`config.mk`:
```
export PLATFORM = sky130hd
export DESIGN_NAME = bht_predictor
export DESIGN_NICKNAME = d
export VERILOG_FILES = /design/src/rtl/bht_pkg.sv /design/src/rtl/bht_rst_sync.sv /design/src/rtl/bht_index.sv /design/src/rtl/bht_entry.sv /design/src/rtl/bht_predictor.sv
export SDC_FILE = /design/constraint.sdc
export NUM_CORES = 1
export LEC_CHECK = 0
export BUFFER_PORTS_ARGS = -buffer_cell sky130_fd_sc_hd__buf_4
export CAP_MARGIN = 20
export CELL_PAD_IN_SITES_DETAIL_PLACEMENT = 0
export CELL_PAD_IN_SITES_GLOBAL_PLACEMENT = 1
export CORE_MARGIN = 5
export CORE_UTILIZATION = 35
export CTS_BUF_LIST = sky130_fd_sc_hd__clkbuf_4 sky130_fd_sc_hd__clkbuf_8 sky130_fd_sc_hd__clkbuf_16
export CTS_CLUSTER_DIAMETER = 150
export DETAILED_ROUTE_END_ITERATION = 16
export PLACE_DENSITY_LB_ADDON = 0.1
export SYNTH_ARGS = -nofsm -noshare
export SYNTH_HDL_FRONTEND = slang
export SYNTH_HIERARCHICAL = 1
export SYNTH_SLANG_ARGS = --single-unit
export TNS_END_PERCENT = 20
```
`constraint.sdc`:
```
create_clock -name clk -period 2.53 [get_ports clk]
set_input_delay 0.1265 -clock clk [delete_from_list [all_inputs] [get_ports clk]]
set_output_delay 0.1265 -clock clk [all_outputs]
set_load 0.02 [all_outputs]
```
`src/rtl/bht_pkg.sv`:
```
package bht_pkg;
  typedef enum logic {
    BHT_LAST = 1'b0,
    BHT_SAT  = 1'b1
  } bht_mode_e;
endpackage

```
`src/rtl/bht_rst_sync.sv`:
```
module bht_rst_sync (
  input  logic clk,
  input  logic rst_n,
  output logic rst_sync_n
);
  logic [1:0] sync_q;
  logic [1:0] sync_d;

  always_comb begin
    sync_d = {sync_q[0], 1'b1};
  end

  always_ff @(posedge clk or negedge rst_n) begin
    if (!rst_n) begin
      sync_q <= 2'b00;
    end else begin
      sync_q <= sync_d;
    end
  end

  assign rst_sync_n = sync_q[1];
endmodule

```
`src/rtl/bht_index.sv`:
```
module bht_index #(
  parameter int PC_W  = 32,
  parameter int IDX_W = 6
) (
  input  logic [PC_W-1:0]  pc,
  output logic [IDX_W-1:0] idx
);
  localparam int LO = 2;
  localparam int HI = IDX_W + LO - 1;

  assign idx = pc[HI:LO];
endmodule

```
`src/rtl/bht_entry.sv`:
```
module bht_entry #(
  parameter int W       = 2,
  parameter bit ONE_BIT = 1'b0
) (
  input  logic         clk,
  input  logic         rst_n,
  input  logic         upd_en,
  input  logic         upd_taken,
  output logic [W-1:0] ctr
);
  localparam logic [W-1:0] CTR_MAX = '1;
  localparam logic [W-1:0] CTR_MIN = '0;
  localparam logic [W-1:0] CTR_ONE = W'(1);

  logic [W-1:0] ctr_d;

  always_comb begin
    ctr_d = ctr;
    if (ONE_BIT) begin
      ctr_d = {W{upd_taken}};
    end else if (upd_taken) begin
      if (ctr != CTR_MAX) ctr_d = ctr + CTR_ONE;
    end else begin
      if (ctr != CTR_MIN) ctr_d = ctr - CTR_ONE;
    end
  end

  always_ff @(posedge clk or negedge rst_n) begin
    if (!rst_n) begin
      ctr <= CTR_MAX;
    end else if (upd_en) begin
      ctr <= ctr_d;
    end
  end


  hold_chk: assert property (@(posedge clk) disable iff (!rst_n)
    !upd_en |=> $stable(ctr));


  top_sat_chk: assert property (@(posedge clk) disable iff (!rst_n)
    (upd_en && upd_taken && ctr == CTR_MAX) |=> ctr == CTR_MAX);


  bot_sat_chk: assert property (@(posedge clk) disable iff (!rst_n)
    (upd_en && !upd_taken && ctr == CTR_MIN) |=> ctr == CTR_MIN);

  generate
    if (ONE_BIT) begin : g_last_chk

      last_outcome_chk: assert property (@(posedge clk) disable iff (!rst_n)
        upd_en |=> ctr[0] == $past(upd_taken));
    end else begin : g_sat_chk

      step_up_chk: assert property (@(posedge clk) disable iff (!rst_n)
        (upd_en && upd_taken && ctr != CTR_MAX) |=> ctr == $past(ctr) + CTR_ONE);

      step_dn_chk: assert property (@(posedge clk) disable iff (!rst_n)
        (upd_en && !upd_taken && ctr != CTR_MIN) |=> ctr == $past(ctr) - CTR_ONE);
    end
  endgenerate
endmodule

```
`src/rtl/bht_predictor.sv`:
```
module bht_predictor #(
  parameter int                PC_W     = 32,
  parameter int                DEPTH    = 64,
  parameter int                CTR_BITS = 2,
  parameter bht_pkg::bht_mode_e MODE    = bht_pkg::BHT_SAT
) (
  input  logic            clk,
  input  logic            rst_n,
  input  logic [PC_W-1:0] lk_pc,
  output logic            lk_taken,
  input  logic            up_valid,
  input  logic [PC_W-1:0] up_pc,
  input  logic            up_taken
);
  localparam int IDX_W   = $clog2(DEPTH);
  localparam bit ONE_BIT = (MODE == bht_pkg::BHT_LAST);
  localparam int W       = ONE_BIT ? 1 : CTR_BITS;

  logic             rst_sync_n;
  logic [IDX_W-1:0] lk_idx;
  logic [IDX_W-1:0] up_idx;
  logic [W-1:0]     ctr_arr [DEPTH];
  logic [W-1:0]     lk_ctr;

  bht_rst_sync u_rst (
    .clk        (clk),
    .rst_n      (rst_n),
    .rst_sync_n (rst_sync_n)
  );

  bht_index #(.PC_W(PC_W), .IDX_W(IDX_W)) u_lk_idx (
    .pc  (lk_pc),
    .idx (lk_idx)
  );

  bht_index #(.PC_W(PC_W), .IDX_W(IDX_W)) u_up_idx (
    .pc  (up_pc),
    .idx (up_idx)
  );

  generate
    for (genvar i = 0; i < DEPTH; i++) begin : g_entry
      logic sel_en;
      assign sel_en = up_valid && (up_idx == IDX_W'(i));
      bht_entry #(.W(W), .ONE_BIT(ONE_BIT)) u_ent (
        .clk       (clk),
        .rst_n     (rst_sync_n),
        .upd_en    (sel_en),
        .upd_taken (up_taken),
        .ctr       (ctr_arr[i])
      );
    end
  endgenerate

  always_comb begin
    lk_ctr   = ctr_arr[lk_idx];
    lk_taken = lk_ctr[W-1];
  end
endmodule

```
==> results.yml <==
grt:
  grt_max_degree: 97
  grt-ovfl-total: 0
  grt_pass1_vias: 5609
  grt_pass1_wl_mm: 30.2
  track_usage_pct: 15.9
  antenna_found_initial: 0
synthesis:
  ys.flop_type: "dfstp_2"
  syn-cell-area_sq_um: 7340
  ys_warn_count: 6
  syn_inst: 664
  syn_avg_cell_area_sq_um: 11.1
  synth_cell_types: 29
  async_flop_share_pct: 100
  synth-edff-count: 0
  synth_nets: 732
  seq_area_frac_synth_pct: 46.5
  ys_ff_latch: 130
clock_tree:
  numCtsBuffers: 17
  cts.clk_slew.worst_paths_ns: 0.06
  cts_max_level: 4
  clkLatencyLatePin_ns: 0.41
  clockBufferDepth: 2
  cts_tree: "yes"
  root_buffer: "clkbuf_16"
  clkSinkCount: 130
routing:
  first_iter_violations: 283
  first_pass_iters: 5
  wl_mm: 18.6
  via_per_inst: 5.56
  drc: 0
  postRouteAntennaNets: 0
  num_vias: 5415
  wl_per_cell_microns: 19.1
place:
  dp_slack_ns: 0.247
  gp_congestion: 0.714
  portBuffers: 16
  dp_cells: 940
  hpwlAfterDp_mm: 11.9
sta:
  clock_skew_ns: 0.0103
  relSlewSlack_pct: 59.3
  fin_crit_sh_pct: 101
  finalSetupViolations: 1
  fmax_mhz: 392
  fin_crit_ns: 2.55
  fin_ws_ns: -0.0232
  rsz0062_at_grt: "yes"
  worst_pin_slew_ns: 0.610
  hold_violations: 0
  slew_violations: 0
setup_path:
  cp.required_ns: 2.40
  start_kind: "flip-flop"
  path_class: "flip-flop to primary output"
  cp_max_fo: 5
  cp-end-kind: "primary output"
  worstPathArrival_ns: 2.43
worst_hold_path:
  min_path_type: "primary input to asynchronous set/reset pin"
power_and_ir_drop:
  p_seq_share_pct: 48.3
  power_density_nw_per_um2: 987
  p_sw_uw: 2310
  intPower_uw: 5960
  p_leak_uw: 0.00338
  clockPowerShare_pct: 29.9
  p_comb_share_pct: 21.8
  peakVddDrop_mv: 0.409
  switching_share_pct: 28.0
final_layout:
  drive_gt1_share_pct: 28.6
  area_delta_synth_final_pct: 14.3
  n_fill_cell: 1999
  stdcell_count: 974
  final_cell_mix: "dfstp_2, nor2_1, a21boi_0"
  fin_util_pct: 40.3
  diodes: 0
  final_nets: 757
  mostFrequentLayoutCell: "dfstp_2"
floorplan:
  die_w_microns: 155
  die_area_sq_um: 24000
  rows: 53
  initial_core_util_pct: 35.2
  die_height_microns: 155
  fp.coreArea_sq_um: 20800
  io_pins: 69
status:
  status: "finished with violations"
  failed_checks: "negative setup slack"
run:
  drv_cap: 0
-- critical path: stages (launching register included) --
cell and delay (ns):
dfstp_2 0.38, mux4_2 0.48, mux4_2 0.54, or2_0 0.24, a32o_2 0.25, buf_6 0.13
-- registers in the layout, indices dropped and copies added, names as in the netlist --
| name | flops |
|---|---|
| u_rst/sync_q | 2 |
| g_entry.u_ent/ctr | 128 |
-- cell type report --
class / count / area (sq um) / share of cell area [%]
flip-flops and latches: 130 / 3420 / 40.8
clock buffers: 24 / 509 / 6.07
repair buffers: 28 / 258 / 3.07
clock inverters: 5 / 77.6 / 0.925
multi-input cells: 512 / 3780 / 45.1
well taps: 275 / 344 / 4.10
-- repair_timing --
item                                   CTS  global route
pin swaps                                1             1
setup buffers                            4             0
hold buffers                             1             0
cloned                                   0             0
endpoints found under the hold margin    2             0
resized for setup                        5             0
setup endpoints to repair                1             1
-- cells in the mapped netlist (all sizes together) (2+ instances only) --
library cell	instances	area share, %
dfstp	128	46
nor2	68	3.5
a21boi	65	6.6
a21o	64	6.5
a22o	64	7.6
mux2i	64	8.7
nand2b	64	5.5
o21ai	64	4.4
mux4	17	5.6
buf	15	1.5
nand2	11	0.56
nand3	11	0.75
clkbuf	7	0.36
nor2b	6	0.51
nand3b	3	0.31
a22oi	2	0.20
dfrtp	2	0.68
nand4	2	0.17
-- metal layers --
metal / GRT usage (%) / wire, microns / vias up
li1: - / - / 2514
met1: 21.7 / 8780 / 2803
met2: 26.1 / 9040 / 82
met3: 3.58 / 605 / 16
met4: 3.45 / 176 / 0
met5: 0 / 0 / -
-- power groups by stage --
| stage | Combinational [uW] | Clock (uW) | Sequential [uW] |
|---|---|---|---|
| after detailed placement | 1720 | 0 | 4040 |
| after floorplan | 1380 | 0 | 3790 |
| after global routing | 1970 | 2640 | 4130 |
| final | 1800 | 2470 | 3990 |
| after global placement | 1640 | 0 | 3950 |
| after CTS | 1820 | 2560 | 4000 |
-- final timing paths --
path,startpoint,endpoint,slack (ns),cells past startpoint
min,rst_n,u_rst/sync_q[1],0.03,2
max reg2reg,u_rst/sync_q[1],g_entry[22].u_ent/ctr[1],1.33,1
min in group clk,up_taken,g_entry[13].u_ent/ctr[0],0.26,3
max in group asynchronous,u_rst/sync_q[1],g_entry[22].u_ent/ctr[1],1.33,1
min reg2reg,u_rst/sync_q[0],u_rst/sync_q[1],0.35,0
max,g_entry[23].u_ent/ctr[1],lk_taken,-0.02,5
-- metrics by stage --
step	power [uW]	hold slack [ns]	area [sq um]	TNS, ns
after CTS	8380	0.0133	8380	-0.0611
after global routing	8730	0.00986	8380	-0.0658
final	8270	0.0284	8380	-0.0232
after floorplan	5160	-0.169	7340	0
after global placement	5590	-0.0911	7760	0
after detailed placement	5760	-0.0900	7760	0
-- logic make-up after synthesis --
logic type / count (synthesis) / share of synthesized area, %
AOI/OAI and AO/OA: 262 / 25.7
buffers and inverters: 22 / 1.86
DFF: 130 / 46.5
muxes: 81 / 14.3
other: 1 / 0.0511
and+or+nand+nor: 168 / 11.5
Note: power is estimated with default switching activity, not from simulation.
